`src/rtl/ps2_dev_pkg.sv`:
```
package ps2_dev_pkg;
  localparam int unsigned BYTE_W  = 8;
  localparam int unsigned FRAME_W = BYTE_W + 3;

  typedef enum logic [2:0] {
    ST_IDLE,
    ST_INHIBIT,
    ST_LOAD,
    ST_TX,
    ST_RX,
    ST_ACK
  } eng_st_e;
endpackage

```
`src/rtl/ps2_dev_sync.sv`:
```
module ps2_dev_sync #(
  parameter int unsigned WIDTH = 2
) (
  input  logic             clk_i,
  input  logic             rst_ni,
  input  logic [WIDTH-1:0] d_i,
  output logic [WIDTH-1:0] q_o
);
  for (genvar g = 0; g < WIDTH; g++) begin : g_line
    logic meta_q, sync_q;
    always_ff @(posedge clk_i or negedge rst_ni) begin
      if (!rst_ni) begin
        meta_q <= 1'b1;
        sync_q <= 1'b1;
      end else begin
        meta_q <= d_i[g];
        sync_q <= meta_q;
      end
    end
    assign q_o[g] = sync_q;
  end
endmodule

```
`src/rtl/ps2_dev_txbuf.sv`:
```
module ps2_dev_txbuf
  import ps2_dev_pkg::*;
#(
  parameter  int unsigned DEPTH = 16,
  localparam int unsigned AW    = $clog2(DEPTH)
) (
  input  logic              clk_i,
  input  logic              we_i,
  input  logic [AW-1:0]     waddr_i,
  input  logic [BYTE_W-1:0] wdata_i,
  input  logic [AW-1:0]     raddr_i,
  output logic [BYTE_W-1:0] rdata_o
);
  logic [BYTE_W-1:0] mem_q [DEPTH];

  always_ff @(posedge clk_i) begin
    if (we_i) mem_q[waddr_i] <= wdata_i;
  end

  assign rdata_o = mem_q[raddr_i];
endmodule

```
`src/rtl/ps2_dev_engine.sv`:
```
module ps2_dev_engine
  import ps2_dev_pkg::*;
#(
  parameter  int unsigned CLK_HALF = 10000,
  parameter  int unsigned DEPTH    = 16,
  localparam int unsigned AW       = $clog2(DEPTH),
  localparam int unsigned TW       = $clog2(CLK_HALF)
) (
  input  logic              clk_i,
  input  logic              rst_ni,
  input  logic              en_i,
  input  logic              ack_chk_i,
  input  logic [AW-1:0]     burst_i,
  input  logic              start_i,
  input  logic              clear_i,
  input  logic              clk_s_i,
  input  logic              dat_s_i,
  input  logic [BYTE_W-1:0] rd_data_i,
  output logic [AW-1:0]     rd_addr_o,
  output logic              clk_oe_o,
  output logic              dat_oe_o,
  output logic              tx_empty_o,
  output logic              tx_done_o,
  output logic              rx_frame_o,
  output logic [BYTE_W-1:0] rx_byte_o,
  output logic              rx_err_o
);
  localparam logic [TW-1:0] TICK_END   = TW'(CLK_HALF - 1);
  localparam logic [TW-1:0] TICK_GUARD = TW'(3);
  localparam logic [3:0]    TX_LAST    = 4'(FRAME_W - 1);
  localparam logic [3:0]    RX_LAST    = 4'(FRAME_W - 2);

  eng_st_e              st_q;
  logic [TW-1:0]        tick_q;
  logic                 low_q, empty_q, ack_q, done_q, frame_q, err_q;
  logic [3:0]           bit_q;
  logic [FRAME_W-1:0]   shf_q;
  logic [AW-1:0]        idx_q;
  logic [BYTE_W-1:0]    byte_q;
  logic                 rx_bad;

  // shf_q[FRAME_W-1:2] holds data+parity after nine samples; dat_s_i is the stop bit
  assign rx_bad = (~^shf_q[FRAME_W-1:2]) | ~dat_s_i;

  always_ff @(posedge clk_i or negedge rst_ni) begin
    if (!rst_ni) begin
      st_q    <= ST_IDLE;
      tick_q  <= '0;
      low_q   <= 1'b0;
      bit_q   <= '0;
      shf_q   <= '1;
      idx_q   <= '0;
      empty_q <= 1'b1;
      ack_q   <= 1'b0;
      done_q  <= 1'b0;
      frame_q <= 1'b0;
      byte_q  <= '0;
      err_q   <= 1'b0;
    end else begin
      done_q  <= 1'b0;
      frame_q <= 1'b0;
      if (!en_i) begin
        st_q   <= ST_IDLE;
        tick_q <= '0;
        low_q  <= 1'b0;
      end else begin
        case (st_q)
          ST_IDLE: begin
            if (tick_q != TICK_GUARD) tick_q <= tick_q + TW'(1);
            else if (!clk_s_i) st_q <= ST_INHIBIT;
            else if (!empty_q && dat_s_i) st_q <= ST_LOAD;
          end
          ST_INHIBIT: begin
            if (clk_s_i) begin
              tick_q <= '0;
              bit_q  <= '0;
              if (!dat_s_i) begin
                st_q  <= ST_RX;
                low_q <= 1'b1;
              end else begin
                st_q <= ST_IDLE;
              end
            end
          end
          ST_LOAD: begin
            shf_q  <= {1'b1, ~^rd_data_i, rd_data_i, 1'b0};
            st_q   <= ST_TX;
            tick_q <= '0;
            low_q  <= 1'b0;
            bit_q  <= '0;
          end
          ST_TX: begin
            if (!low_q && tick_q >= TICK_GUARD && !clk_s_i) begin
              st_q   <= ST_IDLE;   // host took the line: retry this byte later
              tick_q <= '0;
            end else if (tick_q == TICK_END) begin
              tick_q <= '0;
              low_q  <= ~low_q;
              if (low_q) begin
                shf_q <= {1'b1, shf_q[FRAME_W-1:1]};
                bit_q <= bit_q + 4'd1;
                if (bit_q == TX_LAST) begin
                  if (idx_q == burst_i) begin
                    idx_q   <= '0;
                    empty_q <= 1'b1;
                    done_q  <= 1'b1;
                    st_q    <= ST_IDLE;
                  end else begin
                    idx_q <= idx_q + AW'(1);
                    st_q  <= ST_LOAD;
                  end
                end
              end
            end else begin
              tick_q <= tick_q + TW'(1);
            end
          end
          ST_RX: begin
            if (tick_q == TICK_END) begin
              tick_q <= '0;
              low_q  <= ~low_q;
              if (!low_q) begin
                shf_q <= {dat_s_i, shf_q[FRAME_W-1:1]};
                bit_q <= bit_q + 4'd1;
                if (bit_q == RX_LAST) begin
                  st_q    <= ST_ACK;
                  byte_q  <= shf_q[BYTE_W+1:2];
                  err_q   <= rx_bad;
                  ack_q   <= ~(ack_chk_i & rx_bad);
                  frame_q <= 1'b1;
                end
              end
            end else begin
              tick_q <= tick_q + TW'(1);
            end
          end
          ST_ACK: begin
            if (tick_q == TICK_END) begin
              tick_q <= '0;
              low_q  <= ~low_q;
              if (!low_q) st_q <= ST_IDLE;
            end else begin
              tick_q <= tick_q + TW'(1);
            end
          end
          default: st_q <= ST_IDLE;
        endcase
      end
      if (clear_i) begin
        idx_q   <= '0;
        empty_q <= 1'b1;
        if (st_q == ST_TX || st_q == ST_LOAD) begin
          st_q   <= ST_IDLE;
          tick_q <= '0;
          low_q  <= 1'b0;
        end
      end else if (start_i && en_i && empty_q) begin
        empty_q <= 1'b0;
      end
    end
  end

  assign clk_oe_o   = low_q && (st_q == ST_TX || st_q == ST_RX || st_q == ST_ACK);
  assign dat_oe_o   = (st_q == ST_TX && !shf_q[0]) || (st_q == ST_ACK && ack_q);
  assign rd_addr_o  = idx_q;
  assign tx_empty_o = empty_q;
  assign tx_done_o  = done_q;
  assign rx_frame_o = frame_q;
  assign rx_byte_o  = byte_q;
  assign rx_err_o   = err_q;


  idle_release_chk: assert property (@(posedge clk_i) disable iff (!rst_ni)
    !en_i |=> (!clk_oe_o && !dat_oe_o));

  clear_rewind_chk: assert property (@(posedge clk_i) disable iff (!rst_ni)
    clear_i |=> (tx_empty_o && rd_addr_o == '0));

  tx_pending_chk: assert property (@(posedge clk_i) disable iff (!rst_ni)
    (st_q == ST_TX) |-> !empty_q);

  ack_follows_chk: assert property (@(posedge clk_i) disable iff (!rst_ni)
    rx_frame_o |-> (st_q == ST_ACK));
endmodule

```
`src/rtl/ps2_dev_ctrl.sv`:
```
module ps2_dev_ctrl
  import ps2_dev_pkg::*;
#(
  parameter  int unsigned CLK_HALF  = 10000,
  parameter  int unsigned BUF_DEPTH = 16,
  localparam int unsigned AW        = $clog2(BUF_DEPTH)
) (
  input  logic              clk_i,
  input  logic              rst_ni,
  input  logic              en_i,
  input  logic              tx_ie_i,
  input  logic              rx_ie_i,
  input  logic [AW-1:0]     burst_i,
  input  logic              ack_chk_i,
  input  logic              buf_clear_i,
  input  logic              ovr_i,
  input  logic              ovr_clk_i,
  input  logic              ovr_dat_i,
  input  logic              buf_we_i,
  input  logic [AW-1:0]     buf_waddr_i,
  input  logic [BYTE_W-1:0] buf_wdata_i,
  input  logic              tx_start_i,
  input  logic              rx_done_clr_i,
  input  logic              tx_done_clr_i,
  input  logic              ps2_clk_i,
  input  logic              ps2_dat_i,
  output logic              ps2_clk_oe_o,
  output logic              ps2_dat_oe_o,
  output logic [BYTE_W-1:0] rx_data_o,
  output logic              rx_valid_o,
  output logic              rx_err_o,
  output logic              rx_done_o,
  output logic              tx_done_o,
  output logic              tx_empty_o,
  output logic              rx_irq_o,
  output logic              tx_irq_o
);
  logic [1:0]        line_s;
  logic [AW-1:0]     rd_addr;
  logic [BYTE_W-1:0] rd_data, rx_byte;
  logic              eng_clk_oe, eng_dat_oe, eng_done, eng_frame, eng_err;
  logic              rx_valid_q, rx_err_q, rx_done_q, tx_done_q;
  logic [BYTE_W-1:0] rx_data_q;

  ps2_dev_sync #(.WIDTH(2)) u_sync (
    .clk_i (clk_i),
    .rst_ni(rst_ni),
    .d_i   ({ps2_dat_i, ps2_clk_i}),
    .q_o   (line_s)
  );

  ps2_dev_txbuf #(.DEPTH(BUF_DEPTH)) u_buf (
    .clk_i  (clk_i),
    .we_i   (buf_we_i),
    .waddr_i(buf_waddr_i),
    .wdata_i(buf_wdata_i),
    .raddr_i(rd_addr),
    .rdata_o(rd_data)
  );

  ps2_dev_engine #(.CLK_HALF(CLK_HALF), .DEPTH(BUF_DEPTH)) u_eng (
    .clk_i     (clk_i),
    .rst_ni    (rst_ni),
    .en_i      (en_i),
    .ack_chk_i (ack_chk_i),
    .burst_i   (burst_i),
    .start_i   (tx_start_i),
    .clear_i   (buf_clear_i),
    .clk_s_i   (line_s[0]),
    .dat_s_i   (line_s[1]),
    .rd_data_i (rd_data),
    .rd_addr_o (rd_addr),
    .clk_oe_o  (eng_clk_oe),
    .dat_oe_o  (eng_dat_oe),
    .tx_empty_o(tx_empty_o),
    .tx_done_o (eng_done),
    .rx_frame_o(eng_frame),
    .rx_byte_o (rx_byte),
    .rx_err_o  (eng_err)
  );

  always_ff @(posedge clk_i or negedge rst_ni) begin
    if (!rst_ni) begin
      rx_valid_q <= 1'b0;
      rx_data_q  <= '0;
      rx_err_q   <= 1'b0;
      rx_done_q  <= 1'b0;
      tx_done_q  <= 1'b0;
    end else begin
      rx_valid_q <= eng_frame;
      if (eng_frame) begin
        rx_data_q <= rx_byte;
        rx_err_q  <= eng_err;
      end
      if (eng_frame)          rx_done_q <= 1'b1;
      else if (rx_done_clr_i) rx_done_q <= 1'b0;
      if (eng_done)           tx_done_q <= 1'b1;
      else if (tx_done_clr_i) tx_done_q <= 1'b0;
    end
  end

  // software override wins over the engine; force bit 1 means released
  assign ps2_clk_oe_o = ovr_i ? ~ovr_clk_i : eng_clk_oe;
  assign ps2_dat_oe_o = ovr_i ? ~ovr_dat_i : eng_dat_oe;
  assign rx_data_o    = rx_data_q;
  assign rx_valid_o   = rx_valid_q;
  assign rx_err_o     = rx_err_q;
  assign rx_done_o    = rx_done_q;
  assign tx_done_o    = tx_done_q;
  assign rx_irq_o     = rx_done_q & rx_ie_i;
  assign tx_irq_o     = tx_done_q & tx_ie_i;


  rx_clear_chk: assert property (@(posedge clk_i) disable iff (!rst_ni)
    (rx_done_clr_i && !eng_frame) |=> !rx_done_o);

  valid_flag_chk: assert property (@(posedge clk_i) disable iff (!rst_ni)
    rx_valid_o |-> rx_done_o);
endmodule

```
`config.mk`:
```
export PLATFORM = sky130hd
export DESIGN_NAME = ps2_dev_ctrl
export DESIGN_NICKNAME = d
export VERILOG_FILES = /design/src/rtl/ps2_dev_pkg.sv /design/src/rtl/ps2_dev_sync.sv /design/src/rtl/ps2_dev_txbuf.sv /design/src/rtl/ps2_dev_engine.sv /design/src/rtl/ps2_dev_ctrl.sv
export SDC_FILE = /design/constraint.sdc
export NUM_CORES = 1
export LEC_CHECK = 0
export BUFFER_PORTS_ARGS = -buffer_cell sky130_fd_sc_hd__clkbuf_2
export CAP_MARGIN = 20
export CORE_AREA = 2 2 161 163
export DETAILED_ROUTE_END_ITERATION = 10
export DIE_AREA = 0 0 163 165
export PLACE_DENSITY = 0.58
export SYNTH_ARGS = -nofsm -noshare
export SYNTH_HDL_FRONTEND = slang
export SYNTH_HIERARCHICAL = 1
export SYNTH_SLANG_ARGS = --single-unit
```
`constraint.sdc`:
```
create_clock -name clk_i -period 4.55 [get_ports clk_i]
set_input_delay 0.2275 -clock clk_i [delete_from_list [all_inputs] [get_ports clk_i]]
set_output_delay 0.2275 -clock clk_i [all_outputs]
set_load 0.005 [all_outputs]
```
==> out/qor.yml, run 1 <==
synthesis:
  synth-seq-area-share_pct: 63.7
  ys_ff_latch: 194
  synth_area_per_cell_sq_um: 14.8
  synthTopCellsByCount: "128 x edfxtp_1, 50 x dfrtp_1, 44 x nor2_1"
  synth_top_area_share_pct: 44.4
  synth_area_leaders: "edfxtp_1 44%, dfrtp_1 14%, dfstp_2 4.9%"
  syn_inst: 584
  synth.most_common_cell: "edfxtp_1"
  yosysTopAreaCell: "edfxtp_1"
  ys_types: 69
  ys_warn_count: 6
  synth_nets: 621
  syn_area_sq_mm: 0.00866
  synth_edf_count: 128
  async_flop_share_pct: 34.0
  synth_top_flop_cell: "edfxtp_1"
setup_path:
  critPathRequiredTime_ns: 4.92
  slowest_delay_ns: 0.60
  timing.rr.start: "u_eng/rd_addr_o[0]$_DFFE_PN0P_"
  endpoint_kind: "register"
  cp_top_family: "multiplexers"
  cp.buffers_inverters: 1
  worstPathMaxFanout: 29
  cp_data_arrival_time_ns: 3.04
  crit_path_start: "u_eng/rd_addr_o[0]$_DFFE_PN0P_"
  worstRegToRegCells: 9
  cp.depth: 9
  worstPathCellList: "buf_12, mux4_1, a22oi_1, nand2_1, xnor2_1, xnor2_1, xnor2_1, mux2i_1, a21oi_1"
  start_kind: "register"
  slowest_stage: "mux4_1"
  crit_top_cell: "xnor2_1"
  path_class: "reg -> reg"
timing:
  rsz0062_at_grt: "no"
  setup_viol: 0
  timing.fmax_mhz: 375
  hold_violations: 0
  slew_headroom_pct: 34.3
  drv_slew: 0
  finalSetupTns_ns: 0
  fin_crit_sh_pct: 58.7
  period_minus_slack_ns: 2.67
  layout_setup_ws_ns: 1.88
  worstMarginPinSlew_ns: 0.982
  clock_skew_ns: 0.0177
cts:
  cts_tree: "yes"
  clock_latency_ns: 0.45
  numCtsBuffers: 17
  clk_pin_slew_ns: 0.08
  cts_htree_levels: 4
  cts.sinks: 194
  cts_root_buffer: "clkbuf_16"
  cts.path.max_buffers: 2
route:
  drtAntennaViolNets: 0
  vias: 5155
  via_per_inst: 5.25
  post-route-drc-count: 0
  totalWireLength_mm: 18.0
  first_pass_iters: 7
  drtIter0Drc: 501
  wl_per_cell_um: 18.4
die:
  ioPinCount: 49
  dieArea_sq_mm: 0.0269
  initial_core_util_pct: 34.6
  die_y_um: 165
  rows: 58
  die_w_um: 163
  core_area_sq_mm: 0.0250
hold_path:
  min_path_cells: 3
  hold_start: "rx_done_clr_i"
  hp-class: "in -> reg"
pwr:
  finalPower_mw: 3.82
  powerDensity_mw_per_mm2: 386
  p_leak_nw: 3.68
  ir_drop_mv: 0.211
grt:
  grt_pass1_wl_mm: 28.4
  grt_use_total_pct: 13.9
  antenna_found_initial: 0
  grt_pass1_vias: 5093
  grt.overflow.total: 0
  grt_max_degree: 67
layout:
  area_growth_pct: 14.5
  final_area_sq_mm: 0.00992
  diodes: 0
  nNetsFinal: 676
  drive_above_1_share_pct: 25.0
placed_design:
  gp_congestion: 0.860
  place_ws_ns: 1.48
  placed_cell_area_sq_mm: 0.00919
  io_buffers: 48
  dp_hpwl_mm: 12.2
outcome:
  status: "finished, final reports clean"
job:
  cap_violations: 0
-- layer usage --
metal / part of all wire [%] / global-route usage (%)
met4: 1.6 / 4.34
met5: 0 / 0
met3: 4.9 / 2.99
met1: 46 / 19.1
met2: 48 / 22.3
-- report_power, final --
part / internal [mW] / leakage, nW / switching, mW / total (mW)
clock network: 0.785 / 0.311 / 0.811 / 1.60
registers: 1.95 / 2.02 / 0.0434 / 1.99
logic: 0.0966 / 1.35 / 0.136 / 0.232
total: 2.83 / 3.68 / 0.990 / 3.82
-- flip-flops by register name, summed over array words and instances, names as in the netlist, 3 cells and up --
register,flops
u_buf/mem_q,128
u_eng/tick_q,14
u_eng/shf_q,11
rx_data_o,8
u_eng/rx_byte_o,8
u_eng/bit_q,4
u_eng/rd_addr_o,4
u_eng/st_q,3
-- worst register-to-register path, cell delays in order, from the launching register on --
cell and delay (ns):
dfrtp_2 0.51, buf_12 0.28, mux4_1 0.62, a22oi_1 0.25, nand2_1 0.13, xnor2_1 0.27
xnor2_1 0.18, xnor2_1 0.14, mux2i_1 0.09, a21oi_1 0.15
-- kinds of logic (layout without fill, tap and decap cells) --
logic type               count (synthesis)  count (layout)  synth area share (%)
AND/OR/NAND/NOR                        164             164                  10.3
multiplexers                            62              62                  13.0
buffers and inverters                   39             107                  2.64
adder cells (fa/ha/maj)                  5               5                 0.722
AO/OA/AOI/OAI                          100             100                  7.60
XOR/XNOR                                20              20                  2.02
flip-flops                             194             194                  63.7
-- timing repair --
action                                 CTS  global route
hold buffers                             4             0
endpoints found under the hold margin   14             0
resized for setup                        0             0
setup buffers                            0             0
-- worst paths after layout --
check,to,slack [ns]
worst min-delay path,rx_done_o$_DFFE_PN0P_,0.05
min in group asynchronous,u_eng/tick_q[9]$_DFF_PN0_,0.50
worst min register to register,u_sync/g_line[1].sync_q$_DFF_PN1_,0.37
max in group asynchronous,u_eng/rd_addr_o[0]$_DFFE_PN0P_,3.46
worst max register to register,u_eng/shf_q[9]$_DFFE_PN1P_,1.88
worst max-delay path,u_eng/shf_q[9]$_DFFE_PN1P_,1.88
-- final cells by class --
type | instances | area (sq um)
repair buffers | 63 | 382
fillers | 2305 | 15100
multi-input cells | 351 | 2920
inverters | 12 | 45.0
flip-flops and latches | 194 | 5520
well taps | 330 | 413
clock buffers | 17 | 425
clock inverters | 15 | 218
-- per-stage QoR --
step                utilization (%)  hold slack [ns]  cells
floorplan                         -          -0.0681    584
global placement               36.7            0.319    942
detailed placement             36.7            0.318    943
CTS                            39.4           0.0262    979
global route                   39.6           0.0483    982
finish                         39.6           0.0471    982
-- placed cells by master (no fill, tap or decap), drive strengths merged, types with 6 or more instances in the layout --
cell    Yosys  routed
nor4        6       6
nor2b       6       6
dfrtp      50      50
nor2       45      45
dfstp      16      16
nand2      35      35
a22oi      21      21
a21oi      34      34
o21ai      15      15
nand4       8       8
mux4       32      32
buf        16      10
xnor2      15      15
mux2       18      18
inv        12      25
mux2i      12      12
nor3       12      12
clkbuf      8      66
edfxtp    128     128
nand3      11      11
Note: power is estimated with default switching activity, not from simulation.
==> inputs of run 2 (changes only) <==
ABC_AREA = 1   (was default)
CORE_AREA = 2 2 168 170   (was 2 2 161 163)
DIE_AREA = 0 0 170 172   (was 0 0 163 165)
PLACE_DENSITY = 0.6   (was 0.58)
clock period = 2.4 ns   (was 4.55 ns; I/O delays follow)
==> out/qor.yml, run 2 <==
synthesis:
  synthTopCellsByCount: "345 x nand2_1, 148 x inv_1, 128 x edfxtp_1"
  ys_types: 38  # -45%
  ys_ff_latch: 194  # unchanged
  synth-seq-area-share_pct: 57.9  # -5.7 points
  synth_edf_count: 128  # unchanged
  async_flop_share_pct: 34.0  # unchanged
  synth_area_per_cell_sq_um: 9.09  # -39%
  ys_warn_count: 6  # unchanged
  synth_top_flop_cell: "edfxtp_1"
  synth_top_area_share_pct: 40.4  # -4.0 points
  synth_nets: 1084  # +75%
  yosysTopAreaCell: "edfxtp_1"
  synth.most_common_cell: "nand2_1"
  syn_area_sq_mm: 0.00952  # +9.9%
  synth_area_leaders: "edfxtp_1 40%, nand2_1 14%, dfrtp_1 13%"
  syn_inst: 1047  # +79%
route:
  first_pass_iters: 5  # -2
  totalWireLength_mm: 21.8  # +21%
  drtAntennaViolNets: 0  # unchanged
  wl_per_cell_um: 14.8  # -19%
  via_per_inst: 4.78  # -8.9%
  vias: 7029  # +36%
  drtIter0Drc: 605  # +21%
  post-route-drc-count: 0  # unchanged
setup_path:
  worstPathMaxFanout: 16  # -45%
  cp.buffers_inverters: 4  # +3
  crit_path_start: "u_eng/rd_addr_o[0]$_DFFE_PN0P_"
  endpoint_kind: "register"
  worstRegToRegCells: 15  # +6
  cp_top_family: "simple AND/OR/NAND/NOR gates"
  start_kind: "register"
  slowest_stage: "dfrtp_2"
  path_class: "reg -> reg"
  slowest_delay_ns: 0.44  # -0.16 ns
  worstPathCellList: "inv_2, buf_4, nand2_1, nand3_1, nand3_1, nand3_1, nand2_1, xnor2_1, xnor2_1, inv_1, nand2_1, nand3_1, nand2_1, inv_1, o21ai_1"
  rr_endpoint: "u_eng/shf_q[9]$_DFFE_PN1P_"
  critPathRequiredTime_ns: 2.76  # -2.16 ns
  reg2reg_slack_ns: 0.30  # -1.58 ns
  timing.rr.start: "u_eng/rd_addr_o[0]$_DFFE_PN0P_"
  cp_data_arrival_time_ns: 2.45  # -0.59 ns
timing:
  hold_violations: 0  # unchanged
  finalSetupTns_ns: 0  # unchanged
  fin_crit_sh_pct: 87.3  # +29 points
  setup_viol: 0  # unchanged
  timing.fmax_mhz: 477  # +27%
  drv_slew: 0  # unchanged
  rsz0062_at_grt: "no"
  slew_headroom_pct: 38.4  # +4.1 points
  layout_setup_ws_ns: 0.305  # -1.58 ns
  clock_skew_ns: 0.0152  # -0.00249 ns
  period_minus_slack_ns: 2.10  # -0.574 ns
  worstMarginPinSlew_ns: 0.921  # -0.0614 ns
pwr:
  p_comb_share_pct: 12.6  # +6.5 points
  powerDensity_mw_per_mm2: 741  # +92%
  seqPwrFrac_pct: 48.7  # -3.5 points
  swShare_pct: 27.7  # +1.8 points
  clkPwrFrac_pct: 38.6  # -3.1 points
  switchingPower_mw: 2.23  # +130%
  ir_drop_mv: 0.433  # +110%
  p_int_mw: 5.84  # +110%
  p_leak_nw: 5.02  # +37%
grt:
  grt_use_total_pct: 15.5  # +1.5 points
  grt_max_degree: 46  # -31%
  antenna_found_initial: 1  # +1
  grt.overflow.total: 0  # unchanged
  grt_pass1_vias: 6686  # +31%
  grt_pass1_wl_mm: 34.9  # +23%
  grt-busiest-layer: "met2"
  use_met1_pct: 21.2  # +2.2 points
  use_met3_pct: 2.86  # -0.13 points
  grt.met2_usage_pct: 25.3  # +3.0 points
layout:
  largest_reg_flops: 128  # unchanged
  nNetsFinal: 1146  # +70%
  seqCellArea_sq_mm: 0.00552  # unchanged
  area_growth_pct: 14.5  # about the same
  final_cell_mix: "345 x nand2_1, 148 x inv_1, 128 x edfxtp_1"
  multiInputGateArea_sq_mm: 0.00315  # +7.8%
  drive_above_1_share_pct: 15.7  # -9.3 points
  top_register: "u_buf/mem_q"
  final_common_cell: "nand2_1"
  fillers: 2728  # +18%
  reg_top3: "u_buf/mem_q: 128 flops, u_eng/tick_q: 14 flops, u_eng/shf_q: 11 flops"
  fin_util_pct: 39.7  # +0.062 points
  final_area_sq_mm: 0.0109  # +9.9%
cts:
  clock_latency_ns: 0.44  # about the same
  cts.path.max_buffers: 2  # unchanged
  cts_tree: "yes"
  clk_pin_slew_ns: 0.08  # about the same
  cts_root_buffer: "clkbuf_16"
  numCtsBuffers: 17  # unchanged
  cts_htree_levels: 4  # unchanged
  ctsHoldBuffers: 8  # +4
  cts.sinks: 194  # unchanged
  postCtsSetupRepairBufs: 0  # unchanged
  post_cts_resized: 0  # unchanged
placed_design:
  gp_congestion: 0.846  # -1.7%
  dp_hpwl_mm: 14.7  # +20%
  place_ws_ns: 0.328  # -1.15 ns
  io_buffers: 48  # unchanged
  placed_cell_area_sq_mm: 0.0102  # +10%
die:
  die_w_um: 170  # +4.3%
  core_area_sq_mm: 0.0275  # +9.7%
  die_y_um: 172  # +4.2%
  rows: 61  # +5.2%
  initial_core_util_pct: 34.6  # +0.043 points
  ioPinCount: 49  # unchanged
  dieArea_sq_mm: 0.0292  # +8.7%
outcome:
  status: "finished, final reports clean"
job:
  cap_violations: 0  # unchanged
hold_path:
  hp-class: "in -> async"
==> run 2: cell types whose count changed after synthesis, sizes merged, moves of 20 or more <==
cell	change
inv	+148
nand2	+321
nand3	+109
a22oi	-21
o21ai	+20
mux4	-32
==> run 2: kinds of logic after synthesis <==
logic type,Yosys count,synth area share (%)
AO/OA/AOI/OAI,63,4.08
multiplexers,7,0.736
XOR/XNOR,19,1.75
AND/OR/NAND/NOR,564,25.8
adder cells (fa/ha/maj),5,0.657
buffers and inverters,195,9.00
flip-flops,194,57.9
==> run 2: power by group through the flow <==
| stage | sequential [mW] | clock [mW] | combinational (mW) |
|---|---|---|---|
| 6_report | 3.93 | 3.12 | 1.02 |
| 5_1_grt | 3.96 | 3.31 | 1.15 |
| 4_1_cts | 3.93 | 3.18 | 1.02 |
| 3_5_place_dp | 4.00 | 0 | 0.998 |
| 3_3_place_gp | 4.00 | 0 | 0.986 |
| 2_1_floorplan | 3.93 | 0 | 0.773 |
==> run 2: layout make-up <==
class	count	area share, %
multi-input combinational	658	28.9
timing repair buffer	78	4.91
antenna	1	0.0230
tap	346	3.97
clock buffer	17	3.90
sequential	194	50.6
clock inverter	15	2.22
inverter	160	5.51
==> run 2: how the worst max path moves through the flow <==
| stage | cells past startpoint | end | slack [ns] |
|---|---|---|---|
| floorplan | 15 | u_eng/shf_q[9]$_DFFE_PN1P_ | 0.57 |
| global placement | 16 | u_eng/shf_q[9]$_DFFE_PN1P_ | 0.36 |
| detailed placement | 15 | u_eng/shf_q[9]$_DFFE_PN1P_ | 0.33 |
| CTS | 15 | u_eng/shf_q[9]$_DFFE_PN1P_ | 0.30 |
| global route | 15 | u_eng/shf_q[9]$_DFFE_PN1P_ | 0.13 |
| finish | 15 | u_eng/shf_q[9]$_DFFE_PN1P_ | 0.30 |
==> run 2: layer usage <==
layer	wire [um]	share of wire, %
met3	1290	5.9
met1	10300	47
met2	9990	46
met4	252	1.2
met5	0	0
==> run 2: stage by stage <==
| stage | power [mW] | hold WS (ns) | std cells |
|---|---|---|---|
| after global placement | 4.99 | -0.0572 | 1428 |
| final | 8.07 | 0.0237 | 1469 |
| after CTS | 8.13 | 0.00651 | 1468 |
| after detailed placement | 5.00 | -0.0567 | 1428 |
| after global routing | 8.43 | 0.0249 | 1468 |
| after floorplan | 4.71 | -0.176 | 1047 |
==> inputs of run 3 (changes only) <==
GPL_TIMING_DRIVEN = 0   (was default)
PLACE_DENSITY = 0.59   (was 0.6)
==> out/qor.yml, run 3 (same netlist as run 2, synthesis figures left out) <==
outcome:
  status: "finished, final reports clean"
pwr:
  ir_drop_mv: 0.468  # +8.1%
  powerDensity_mw_per_mm2: 713  # -3.7%
  p_leak_nw: 5.12  # +1.9%
  finalPower_mw: 7.88  # -2.4%
die:
  die_w_um: 170  # unchanged
  initial_core_util_pct: 34.6  # unchanged
  die_y_um: 172  # unchanged
  dieArea_sq_mm: 0.0292  # unchanged
  ioPinCount: 49  # unchanged
  core_area_sq_mm: 0.0275  # unchanged
  rows: 61  # unchanged
timing:
  timing.fmax_mhz: 443  # -7.1%
  period_minus_slack_ns: 2.26  # +0.160 ns
  hold_violations: 0  # unchanged
  setup_viol: 0  # unchanged
  layout_setup_ws_ns: 0.145  # -0.160 ns
  drv_slew: 0  # unchanged
  worstMarginPinSlew_ns: 0.951  # +0.0300 ns
  slew_headroom_pct: 36.4  # -2.0 points
  fin_crit_sh_pct: 94.0  # +6.7 points
  clock_skew_ns: 0.0107  # -0.00448 ns
layout:
  top_register: "u_buf/mem_q"
  diodes: 0  # -1
  drive_above_1_share_pct: 18.0  # +2.3 points
  final_common_cell: "nand2_1"
  final_cell_mix: "341 x nand2_1, 147 x inv_1, 128 x edfxtp_1"
  reg_top3: "u_buf/mem_q: 128 flops, u_eng/tick_q: 14 flops, u_eng/shf_q: 11 flops"
  largest_reg_flops: 128  # unchanged
  multiInputGateArea_sq_mm: 0.00320  # +1.6%
  area_growth_pct: 16.1
  seqCellArea_sq_mm: 0.00552  # about the same
  fillers: 2733  # +0.18%
  nNetsFinal: 1164  # +1.6%
placed_design:
  gp_congestion: 0.854  # +0.97%
  place_ws_ns: -0.00953  # -0.338 ns
  io_buffers: 48  # unchanged
  dp_hpwl_mm: 15.5  # +5.3%
cts:
  numCtsBuffers: 17  # unchanged
  cts.sinks: 194  # unchanged
  cts_htree_levels: 4  # unchanged
  cts.path.max_buffers: 2  # unchanged
  clock_latency_ns: 0.43  # about the same
  cts_tree: "yes"
  cts_root_buffer: "clkbuf_16"
  clk_pin_slew_ns: 0.07  # about the same
grt:
  grt_max_degree: 35  # -24%
  grt.overflow.total: 0  # unchanged
  grt_pass1_vias: 6830  # +2.2%
  grt_pass1_wl_mm: 36.7  # +5.0%
  grt_use_total_pct: 16.5  # +1.0 points
  antenna_found_initial: 0  # -1
route:
  first_pass_iters: 4  # -1
  drtAntennaViolNets: 0  # unchanged
  wl_per_cell_um: 15.5  # +4.3%
  post-route-drc-count: 0  # unchanged
  totalWireLength_mm: 23.0  # +5.5%
  vias: 7147  # +1.7%
  drtIter0Drc: 593  # -2.0%
  via_per_inst: 4.81  # +0.52%
setup_path:
  cp_data_arrival_time_ns: 2.62  # +0.17 ns
  start_kind: "register"
  slowest_delay_ns: 0.49  # +0.05 ns
  critPathRequiredTime_ns: 2.76  # about the same
  worstPathMaxFanout: 10  # -6
  endpoint_kind: "register"
  slowest_stage: "dfrtp_2"
  path_class: "reg -> reg"
  crit_top_cell: "nand2_1"
  worstPathCellList: "buf_12, buf_6, nand2_1, nand2_1, nand2_1, nand3_1, nand3_1, nand2_1, xnor2_1, xnor2_1, inv_1, nand2_1, nand3_1, nand2_1, inv_1, o21ai_1"
  reg2reg_slack_ns: 0.14  # -0.16 ns
hold_path:
  hp-class: "in -> reg"
job:
  cap_violations: 0  # unchanged
## run 3: cell count changes in the layout (fill, tap and decap cells not counted), moves of 3 or more
cell     change
nand2_2      +4
buf_6       +16
xnor2_2      +3
buf_4        -6
xnor2_1      -3
nand2_1      -4
inv_8        +3
buf_2        +6
## run 3: where the power goes
group / internal, mW / total, mW / switching, mW
logic: 0.385 / 1.06 / 0.671
clock network: 1.51 / 2.92 / 1.42
registers: 3.77 / 3.90 / 0.135
total: 5.66 / 7.88 / 2.22
## run 3: worst max-delay path, delay by kind of cell, from the launching register on
kind	cells	cell delay, ns
flops	1	0.49
buf+inv	4	0.41
xor+xnor	2	0.39
simple gates	9	0.79
compound gates	1	0.13
## run 3: metrics by stage
step | cells | hold WS, ns | TNS (ns) | utilization (%) | area [sq um]
4_1_cts | 1482 | 0.0138 | 0 | 39.8 | 10900
2_1_floorplan | 1047 | -0.176 | 0 | - | 9520
3_3_place_gp | 1441 | 0.211 | 0 | 37.1 | 10200
6_report | 1486 | 0.0298 | 0 | 40.2 | 11100
3_5_place_dp | 1442 | 0.139 | -0.00953 | 37.2 | 10200
5_1_grt | 1486 | 0.0458 | -0.000975 | 40.2 | 11100
## run 3: path summary, 6_finish.rpt
path | startpoint | to | cells past startpoint
worst max-delay path | u_eng/rd_addr_o[0]$_DFFE_PN0P_ | u_eng/shf_q[9]$_DFFE_PN1P_ | 16
worst min register to register | u_sync/g_line[0].meta_q$_DFF_PN1_ | u_sync/g_line[0].sync_q$_DFF_PN1_ | 0
max in group asynchronous | rst_ni | u_sync/g_line[0].sync_q$_DFF_PN1_ | 3
worst max register to register | u_eng/rd_addr_o[0]$_DFFE_PN0P_ | u_eng/shf_q[9]$_DFFE_PN1P_ | 16
min in group asynchronous | rst_ni | rx_done_o$_DFFE_PN0P_ | 2
worst min-delay path | en_i | u_eng/rx_frame_o$_DFF_PN0_ | 3
## run 3: per-layer routing
layer	vias up	wire length (um)	GRT usage, %
met2	227	10300	26.0
met5	-	0	0
met4	0	528	6.09
met1	3374	10800	22.6
li1	3512	-	-
met3	34	1330	3.20
## run 3: timing repair
item                                    4_1_cts  5_1_grt
buffers inserted                              0        4
hold buffers                                  8        0
endpoints found under the hold margin        36        0
endpoints found under the setup margin        1        1
gates resized for setup                       7       29
pin swaps                                     0        3
## run 3: cell type report
class / count / area share, %
inverters: 160 / 5.51
flip-flops and latches: 194 / 49.9
clock inverters: 14 / 1.66
well taps: 346 / 3.92
multi-input cells: 658 / 28.9
repair buffers: 61 / 3.37
plain buffers: 35 / 2.82
clock buffers: 18 / 3.88
